--- src/rtl/voq_pkg.sv ---
package voq_pkg;
  localparam int unsigned DEF_SLOTS_PER_SRC = 32;
  localparam int unsigned DEF_DATA_W        = 72;
  localparam int unsigned DEF_DEST_CNT      = 8;

  // index step with wrap for rings of any length
  function automatic int unsigned ring_next(input int unsigned idx, input int unsigned len);
    return (idx == len - 1) ? 0 : idx + 1;
  endfunction
endpackage

--- src/rtl/voq_free_fifo.sv ---
module voq_free_fifo #(
  parameter  int unsigned SLOT_CNT = 32,
  localparam int unsigned IDX_W    = $clog2(SLOT_CNT),
  localparam int unsigned CNT_W    = $clog2(SLOT_CNT + 1)
) (
  input  logic             clk_i,
  input  logic             rst_ni,
  input  logic             pop_i,
  input  logic             push_i,
  input  logic [IDX_W-1:0] push_idx_i,
  output logic [IDX_W-1:0] top_idx_o,
  output logic             empty_o
);
  logic [IDX_W-1:0] slot_q [SLOT_CNT];
  logic [IDX_W-1:0] rd_q, wr_q;
  logic [CNT_W-1:0] cnt_q;

  assign empty_o   = (cnt_q == '0);
  assign top_idx_o = slot_q[rd_q];

  always_ff @(posedge clk_i or negedge rst_ni) begin
    if (!rst_ni) begin
      for (int i = 0; i < SLOT_CNT; i++) slot_q[i] <= IDX_W'(i);
      rd_q  <= '0;
      wr_q  <= '0;
      cnt_q <= CNT_W'(SLOT_CNT);
    end else begin
      if (push_i) begin
        slot_q[wr_q] <= push_idx_i;
        wr_q         <= IDX_W'(voq_pkg::ring_next(int'(wr_q), SLOT_CNT));
      end
      if (pop_i) rd_q <= IDX_W'(voq_pkg::ring_next(int'(rd_q), SLOT_CNT));
      if (push_i && !pop_i)      cnt_q <= cnt_q + CNT_W'(1);
      else if (pop_i && !push_i) cnt_q <= cnt_q - CNT_W'(1);
    end
  end
endmodule

--- src/rtl/voq_pkt_mem.sv ---
module voq_pkt_mem #(
  parameter  int unsigned SLOT_CNT = 32,
  parameter  int unsigned DATA_W   = 72,
  localparam int unsigned IDX_W    = $clog2(SLOT_CNT)
) (
  input  logic              clk_i,
  input  logic              we_i,
  input  logic [IDX_W-1:0]  waddr_i,
  input  logic [DATA_W-1:0] wdata_i,
  input  logic [IDX_W-1:0]  raddr_i,
  output logic [DATA_W-1:0] rdata_o
);
  logic [DATA_W-1:0] mem_q [SLOT_CNT];

  always_ff @(posedge clk_i) begin
    if (we_i) mem_q[waddr_i] <= wdata_i;
  end

  assign rdata_o = mem_q[raddr_i];
endmodule

--- src/rtl/voq_link_ctrl.sv ---
module voq_link_ctrl #(
  parameter  int unsigned SLOT_CNT = 32,
  parameter  int unsigned DEST_CNT = 8,
  localparam int unsigned IDX_W    = $clog2(SLOT_CNT),
  localparam int unsigned PORT_W   = $clog2(DEST_CNT)
) (
  input  logic                clk_i,
  input  logic                rst_ni,
  input  logic                enq_acc_i,
  input  logic [PORT_W-1:0]   enq_port_i,
  input  logic [IDX_W-1:0]    new_slot_i,
  input  logic                deq_valid_i,
  input  logic [PORT_W-1:0]   deq_port_i,
  output logic                deq_ok_o,
  output logic [IDX_W-1:0]    head_slot_o,
  output logic [DEST_CNT-1:0] nonempty_o
);
  logic [IDX_W-1:0] next_q [SLOT_CNT];
  logic [IDX_W-1:0] head_all [DEST_CNT];
  logic [IDX_W-1:0] tail_all [DEST_CNT];
  logic             deq_acc;

  assign deq_acc     = deq_valid_i & nonempty_o[deq_port_i];
  assign deq_ok_o    = deq_acc;
  assign head_slot_o = head_all[deq_port_i];

  // link the new slot behind the current tail of a non-empty queue
  always_ff @(posedge clk_i or negedge rst_ni) begin
    if (!rst_ni) begin
      for (int i = 0; i < SLOT_CNT; i++) next_q[i] <= '0;
    end else if (enq_acc_i && nonempty_o[enq_port_i]) begin
      next_q[tail_all[enq_port_i]] <= new_slot_i;
    end
  end

  for (genvar d = 0; d < DEST_CNT; d++) begin : g_dest
    logic [IDX_W-1:0] hd_q, tl_q;
    logic             vl_q;
    logic             enq_hit, deq_hit;

    assign enq_hit = enq_acc_i && (enq_port_i == PORT_W'(d));
    assign deq_hit = deq_acc && (deq_port_i == PORT_W'(d));
    assign head_all[d]   = hd_q;
    assign tail_all[d]   = tl_q;
    assign nonempty_o[d] = vl_q;

    always_ff @(posedge clk_i or negedge rst_ni) begin
      if (!rst_ni) begin
        hd_q <= '0;
        tl_q <= '0;
        vl_q <= 1'b0;
      end else if (deq_hit) begin
        if (hd_q == tl_q) begin
          // last packet leaves; a same-cycle arrival becomes the whole queue
          if (enq_hit) begin
            hd_q <= new_slot_i;
            tl_q <= new_slot_i;
          end else begin
            vl_q <= 1'b0;
          end
        end else begin
          hd_q <= next_q[hd_q];
          if (enq_hit) tl_q <= new_slot_i;
        end
      end else if (enq_hit) begin
        tl_q <= new_slot_i;
        if (!vl_q) begin
          hd_q <= new_slot_i;
          vl_q <= 1'b1;
        end
      end
    end
  end
endmodule

--- src/rtl/voq_store.sv ---
module voq_store #(
  parameter  int unsigned SLOTS_PER_SRC = voq_pkg::DEF_SLOTS_PER_SRC,
  parameter  int unsigned SRC_CNT       = 1,
  parameter  int unsigned DATA_W        = voq_pkg::DEF_DATA_W,
  parameter  int unsigned DEST_CNT      = voq_pkg::DEF_DEST_CNT,
  localparam int unsigned SLOT_CNT      = SLOTS_PER_SRC * SRC_CNT,
  localparam int unsigned IDX_W         = $clog2(SLOT_CNT),
  localparam int unsigned PORT_W        = $clog2(DEST_CNT)
) (
  input  logic                clk_i,
  input  logic                rst_ni,
  input  logic                enq_valid_i,
  input  logic [PORT_W-1:0]   enq_port_i,
  input  logic [DATA_W-1:0]   enq_data_i,
  output logic                full_o,
  input  logic                deq_valid_i,
  input  logic [PORT_W-1:0]   deq_port_i,
  output logic                deq_ok_o,
  output logic [DATA_W-1:0]   deq_data_o,
  output logic [DEST_CNT-1:0] nonempty_o
);
  logic             free_empty, enq_acc;
  logic [IDX_W-1:0] new_slot, head_slot;

  // full is judged before this cycle's release, so a freed slot waits a cycle
  assign full_o  = free_empty;
  assign enq_acc = enq_valid_i & ~free_empty;

  voq_free_fifo #(.SLOT_CNT(SLOT_CNT)) u_free (
    .clk_i      (clk_i),
    .rst_ni     (rst_ni),
    .pop_i      (enq_acc),
    .push_i     (deq_ok_o),
    .push_idx_i (head_slot),
    .top_idx_o  (new_slot),
    .empty_o    (free_empty)
  );

  voq_link_ctrl #(.SLOT_CNT(SLOT_CNT), .DEST_CNT(DEST_CNT)) u_link (
    .clk_i       (clk_i),
    .rst_ni      (rst_ni),
    .enq_acc_i   (enq_acc),
    .enq_port_i  (enq_port_i),
    .new_slot_i  (new_slot),
    .deq_valid_i (deq_valid_i),
    .deq_port_i  (deq_port_i),
    .deq_ok_o    (deq_ok_o),
    .head_slot_o (head_slot),
    .nonempty_o  (nonempty_o)
  );

  voq_pkt_mem #(.SLOT_CNT(SLOT_CNT), .DATA_W(DATA_W)) u_mem (
    .clk_i   (clk_i),
    .we_i    (enq_acc),
    .waddr_i (new_slot),
    .wdata_i (enq_data_i),
    .raddr_i (head_slot),
    .rdata_o (deq_data_o)
  );
endmodule

--- config.mk ---
export PLATFORM = sky130hd
export DESIGN_NAME = voq_store
export DESIGN_NICKNAME = d
export VERILOG_FILES = /design/src/rtl/voq_pkg.sv /design/src/rtl/voq_free_fifo.sv /design/src/rtl/voq_pkt_mem.sv /design/src/rtl/voq_link_ctrl.sv /design/src/rtl/voq_store.sv
export SDC_FILE = /design/constraint.sdc
export NUM_CORES = 2
export LEC_CHECK = 0
export BUFFER_PORTS_ARGS = -buffer_cell sky130_fd_sc_hd__buf_2
export CORE_UTILIZATION = 40
export CTS_BUF_LIST = sky130_fd_sc_hd__clkbuf_16
export DETAILED_ROUTE_END_ITERATION = 10
export REMOVE_ABC_BUFFERS = 1
export SLEW_MARGIN = 20
export SYNTH_ARGS = -nofsm -noshare
export SYNTH_HDL_FRONTEND = slang
export SYNTH_HIERARCHICAL = 1
export SYNTH_SLANG_ARGS = --single-unit
export TNS_END_PERCENT = 30
--- constraint.sdc ---
create_clock -name clk_i -period 5.78 [get_ports clk_i]
set_clock_uncertainty 0.15 [all_clocks]
set_input_delay 0.578 -clock clk_i [delete_from_list [all_inputs] [get_ports clk_i]]
set_output_delay 0.578 -clock clk_i [all_outputs]
set_load 0.03 [all_outputs]
# After elaboration in Yosys (flattened, before gate mapping)
# Memories as Yosys holds them, arrays and structs flattened.
# Index checks and enable logic that the tools add are counted.
# W data, S select, Z words.
[word_totals]
register_bits = 424
output_inout_bits = 82
memories = 1
wordCells = 357
mem_bits_rw = 2304
in_bits = 82
[mem_list]
columns = ["name", "words", "word_bits", "rd", "rd_clocked_by_memory_dff", "wr", "line", "source"]
rows = [
  ["u_mem.mem_q", 32, 72, 1, 0, 1, "voq_pkt_mem.sv:13", "logic [DATA_W-1:0] mem_q [SLOT_CNT];"],
]
[classes]
reduce_logical = 51
bitwise_logic = 16
addsub = 4
muxes = 121
n_lt_le_gt_ge = 17
eq_ne = 56
[ops]
columns = ["op", "n"]
rows = [
  ["$mux W5", 66],
  ["$bwmux W160", 2],
  ["$bmux W5 S5", 9],
  ["$ge A6 B6 Y1 const B", 11],
  ["$not A5 Y6", 11],
  ["$demux W5 S5", 2],
  ["$ne A2 B2 Y1 const B", 24],
  ["$reduce_and A3 Y1", 16],
  ["$eq A5 B5 Y1", 8],
  ["$mux W1", 36],
  ["$bmux W5 S3", 2],
  ["$eq A3 B3 Y1 const B", 8],
  ["$logic_and A1 B1 Y1", 21],
  ["$reduce_bool A2 Y1", 9],
  ["$ne A2 B1 Y1 const B", 8],
  ["$eq A3 B2 Y1 const B", 4],
  ["$lt A6 B1 Y1 const B", 2],
  ["$mux W6", 2],
  ["$add A5 B1 Y5 const B", 2],
  ["$eq A5 B5 Y1 const B", 2],
  ["$ge A4 B4 Y1 const B", 2],
  ["$lt A3 B4 Y1 const B", 2],
  ["$not A3 Y4", 2],
  ["$add A6 B1 Y6 const B", 1],
  ["other kinds (8)", 13],
]

# Longest topological paths before layout
[logic_depth]
word_depth = 10
depth_mapped = 15

# Hierarchy
# Netlist, hierarchy kept.
[modules_own_cells]
columns = ["module", "area_each_um2", "cells_per_inst", "n_inst"]
rows = [
  ["voq_pkt_mem", 87681.6, 4136, 1],
  ["voq_link_ctrl", 21535.7, 1505, 1],
  ["voq_free_fifo", 8520.7, 593, 1],
  ["voq_store", 13.8, 1, 1],
]

# Worst setup path after synthesis
# No wires, ideal clock.
[synth_timing]
kind = "reg2reg"
start = "register u_free.rd_q[0]"
end = "memory u_mem.mem_q[28][0] (enable)"
required_time_ns = 5.127
stages_incl_launch_ff = 9
path_buffers = 3
setup_time_ns = 0.503
path_slack_ns = -0.220
arrival_ns = 5.348
cell_sequence = "dfrtp_1 > buf_6 > buf_2 > mux4_2 > a211oi_1 > a21oi_1 > or3b_2 > clkbuf_1 > nor2_1"
[synth_between]
elab_chain_len = 4
[synth_lines]
columns = ["element", "line", "source"]
rows = [
  ["from (decl)", "voq_free_fifo.sv:15", "logic [IDX_W-1:0] rd_q, wr_q;"],
  ["from (signal assigned)", "voq_free_fifo.sv:32", "if (pop_i) rd_q <= IDX_W'(voq_pkg::ring_next(int'(rd_q), SLOT_CNT));"],
  ["$not A5 Y6 (not written as such)", "voq_free_fifo.sv:19", "assign top_idx_o = slot_q[rd_q];"],
  ["$bmux W5 S5", "voq_free_fifo.sv:19", ""],
  ["$mux W5 (not written as such) (2 in series)", "voq_free_fifo.sv:19", ""],
  ["via new_slot[1]", "voq_store.sv:23", "logic [IDX_W-1:0] new_slot, head_slot;"],
  ["to (decl)", "voq_pkt_mem.sv:13", ""],
]
# The timed path passes the listed nets, and every way through them passes these cells. The select of a mux whose other input is x is not followed.

# Worst setup path in the final report
[layout_timing]
start = "register u_link.g_dest[5].hd_q[0]"
end = "output deq_data_o[19]"
[layout_between]
elab_chain_len = 4
[layout_lines]
columns = ["element", "line", "source"]
rows = [
  ["from (decl)", "voq_link_ctrl.sv:37", "logic [IDX_W-1:0] hd_q, tl_q;"],
  ["from (signal assigned)", "voq_link_ctrl.sv:56", "hd_q <= new_slot_i;"],
  ["from (signal assigned)", "voq_link_ctrl.sv:62", "hd_q <= next_q[hd_q];"],
  ["from (signal assigned)", "voq_link_ctrl.sv:68", "hd_q <= new_slot_i;"],
  ["$bmux W5 S3", "voq_link_ctrl.sv:25", "assign head_slot_o = head_all[deq_port_i];"],
  ["$mux W5 (not written as such) (2 in series)", "voq_link_ctrl.sv:25", ""],
  ["via head_slot[0]", "voq_store.sv:23", ""],
  ["$mem_v2 Z32 W72", "--", ""],
  ["to (decl)", "voq_store.sv:19", "output logic [DATA_W-1:0] deq_data_o,"],
]
# The timed path passes the listed nets, and every way through them passes these cells. The select of a mux whose other input is x is not followed.

==> impl_metrics.env <==
export IMPL_outcome="finished clean"
export IMPL_swShare_pct=37.1
export IMPL_wl_per_cell_um=32.1
export IMPL_ys_top_cells_by_area="edfxtp_1 59%, mux4_2 14%, dfrtp_1 7.3%, mux2i_1 5.4%, mux2_2 3.4%"
export IMPL_fmax_ghz=0.185
export IMPL_cpMostUsedCell="mux4_2"
export IMPL_cts_tree="built"
export IMPL_cp_buffers_inverters=2
export IMPL_clockPowerShare_pct=25.4
export IMPL_slew_violations=0
export IMPL_syn_area_sq_um=118000
export IMPL_hold_ws_ns=0.0596
export IMPL_hold_viol=0
export IMPL_fp_coreArea_sq_um=292000
export IMPL_gp_congestion=0.919
export IMPL_ys_ff_latch=2728
export IMPL_pwr_share_comb_pct=38.1
export IMPL_mostFrequentLayoutCells="2304 x edfxtp_1, 718 x mux4_2, 635 x mux2i_1"
export IMPL_clockBufferDepth=4
export IMPL_cts_sinks=2728
export IMPL_power_switching_mw=26.0
export IMPL_period_share_pct=93.7
export IMPL_worst_pin_slew_ns=1.14
export IMPL_ys_seq_area_share_pct=67.9
export IMPL_routed_via_density=6.15
export IMPL_dp_hpwl_mm=191
export IMPL_crit_arrival_ns=4.69
export IMPL_dieArea_sq_um=297000
export IMPL_synthDistinctLibCells=76
export IMPL_vias=65700
export IMPL_setup_slack_ns=0.362
export IMPL_cts_setup_buffers=0
export IMPL_holdBufCountCts=51
export IMPL_antenna_found_initial=28
export IMPL_synthCells=6235
export IMPL_cp_end_kind="output pin"
export IMPL_grt_pass1_vias=65700
export IMPL_synth_top_area_share_pct=58.8
export IMPL_avgSynthCellArea_sq_um=18.9
export IMPL_synth_top_area_cell="edfxtp_1"
export IMPL_numCtsBuffers=292
export IMPL_postRouteAntennaNets=0
export IMPL_hp_class="primary input to register"
export IMPL_clkLatencyLatePin_ns=0.88
export IMPL_intPower_mw=44.1
export IMPL_pwr_density_cell_nw_per_um2=523
export IMPL_cp_top_family="multiplexers"
export IMPL_synth_edf_count=2304
export IMPL_clockRootBuffer="clkbuf_16"
export IMPL_seq_power_share_pct=36.5
export IMPL_rsz0062_at_grt="false"
export IMPL_io_buffers=163
export IMPL_nets=6642
export IMPL_cp_slowest_cell="dfrtp_2"
export IMPL_initial_core_util_pct=40.3
export IMPL_cp_max_fo=63
export IMPL_total_leakage_power_nw=45.0
export IMPL_cp_required_ns=5.05
export IMPL_setup_violations=0
export IMPL_track_usage_pct=22.9
export IMPL_rr_worst_depth=7
export IMPL_crit_path_cell_trace="mux4_2 -> mux2_8 -> buf_12 -> mux4_2 -> a22o_1 -> a31oi_1 -> nand3_1 -> buf_2"
export IMPL_pre_cts_slack_ns=0.785
export IMPL_layout_commonest_cell="edfxtp_1"
export IMPL_grt_pass1_wl_mm=490
export IMPL_async_flop_share_pct=15.5
export IMPL_crit_type="register to output pin"
export IMPL_drc=0
export IMPL_period_needed_ns=5.42
export IMPL_maxCapViolations=0
export IMPL_clkTransAtPathRegs_ns=0.06
export IMPL_drt_iter0_markers=7386
export IMPL_area_delta_synth_final_pct=13.8
export IMPL_power_mw=70.0
export IMPL_yosysWarnings=6
export IMPL_die_w_um=545
export IMPL_crit_cells=8
export IMPL_grt_start_max_net_pins=158
export IMPL_drive_above_1_share_pct=30.6
export IMPL_io_pins=164
export IMPL_chipHeight_um=545
export IMPL_h_tree_depth=5
export IMPL_synth_ff_type="edfxtp_1"
export IMPL_slowest_delay_ns=0.63
export IMPL_rows=198
export IMPL_whs_path_depth=1
export IMPL_slew_limit_headroom_pct=23.1
export IMPL_cp_start_kind="register"
export IMPL_cts_resized=0
export IMPL_firstDrtPassIters=8
export IMPL_peakVddDrop_v=0.000621
export IMPL_wl_mm=343
export IMPL_overflow=0
synthesized netlist by cell type, types with 18 or more instances:
master and n:
nand2_1 104, edfxtp_1 2304, a21oi_1 48, xor2_1 33, a22o_1 51, a31oi_1 49, inv_1 18, dfstp_2 81
buf_4 40, mux2i_1 635, nand4_1 34, buf_6 34, mux2_2 357, nor2b_1 45, a211oi_1 29, nor3_1 21
dfrtp_1 343, buf_1 24, mux4_2 718, nand2b_1 18, nand3_1 166, nor2_1 108, buf_2 130, mux2_4 18
o21ai_0 33, clkbuf_1 212, a22oi_1 385
power by group through the flow:
stage / Sequential, mW / Combinational [mW] / Clock (mW)
3_5_place_dp: 25.9 / 26.6 / 0
2_1_floorplan: 26.5 / 15.6 / 0
6_report: 25.6 / 26.7 / 17.8
5_1_grt: 25.8 / 27.9 / 18.8
3_3_place_gp: 25.8 / 26.4 / 0
4_1_cts: 25.5 / 26.7 / 18.1
cell type report:
type	instances	area, sq um
Antenna cell	4	10.0
Clock buffer	302	7560
Clock inverter	218	1440
Fill cell	24700	158000
Inverter	18	67.6
Multi-Input combinational cell	3048	36000
Sequential cell	2728	79900
Tap cell	3900	4880
Timing Repair Buffer	459	4110
kinds of logic (layout without fill, tap and decap cells):
family                   after synthesis  in the layout  share of synthesized area (%)
other                                  0              4                              0
AND/OR/NAND/NOR                      582            582                           2.58
adder cells (fa/ha/maj)               13             13                          0.145
buffers and inverters                459            997                           1.96
AO/OA/AOI/OAI                        663            663                           4.09
flip-flops                          2728           2728                           67.9
multiplexers                        1746           1746                           23.0
XOR/XNOR                              44             44                          0.327
worst paths after layout:
| kind | start | endpoint | slack, ns |
|---|---|---|---|
| min | enq_data_i[38] | u_mem/mem_q[4][38] | 0.06 |
| max reg2reg | u_free/rd_q[0] | u_mem/mem_q[20][2] | 1.17 |
| max in group asynchronous | rst_ni | u_free/slot_q[27] | 3.97 |
| max | u_link/g_dest[5].hd_q[0] | deq_data_o[19] | 0.36 |
| min reg2reg | u_free/slot_q[114] | u_free/slot_q[114] | 0.34 |
| min in group asynchronous | rst_ni | u_link/next_q[140] | 0.11 |
registers in the layout (all words and copies together) (netlist names):
register	count
u_link/g_dest.tl_q	40
u_free/rd_q	5
u_free/slot_q	160
u_free/cnt_q	6
u_link/g_dest.hd_q	40
u_mem/mem_q	2304
u_link/g_dest.vl_q	8
u_free/wr_q	5
u_link/next_q	160
through the flow:
| stage | cell area [sq um] | utilization [%] | std cells | TNS (ns) |
|---|---|---|---|---|
| 4_1_cts | 134000 | 45.9 | 10700 | 0 |
| 6_report | 134000 | 45.9 | 10700 | 0 |
| 3_3_place_gp | 124000 | 42.7 | 10100 | 0 |
| 5_1_grt | 134000 | 45.9 | 10700 | 0 |
| 3_5_place_dp | 124000 | 42.7 | 10100 | 0 |
| 2_1_floorplan | 116000 | - | 5794 | -7576.44 |
metal layers:
metal / vias up / track usage [%] / routed length [um]
met4: 20 / 7.39 / 12100
met1: 35400 / 31.4 / 139000
met3: 663 / 4.49 / 28500
met2: 3136 / 36.8 / 164000
met5: - / 0 / 144
li1: 26500 / - / -
Note: power is estimated with default switching activity, not from simulation.
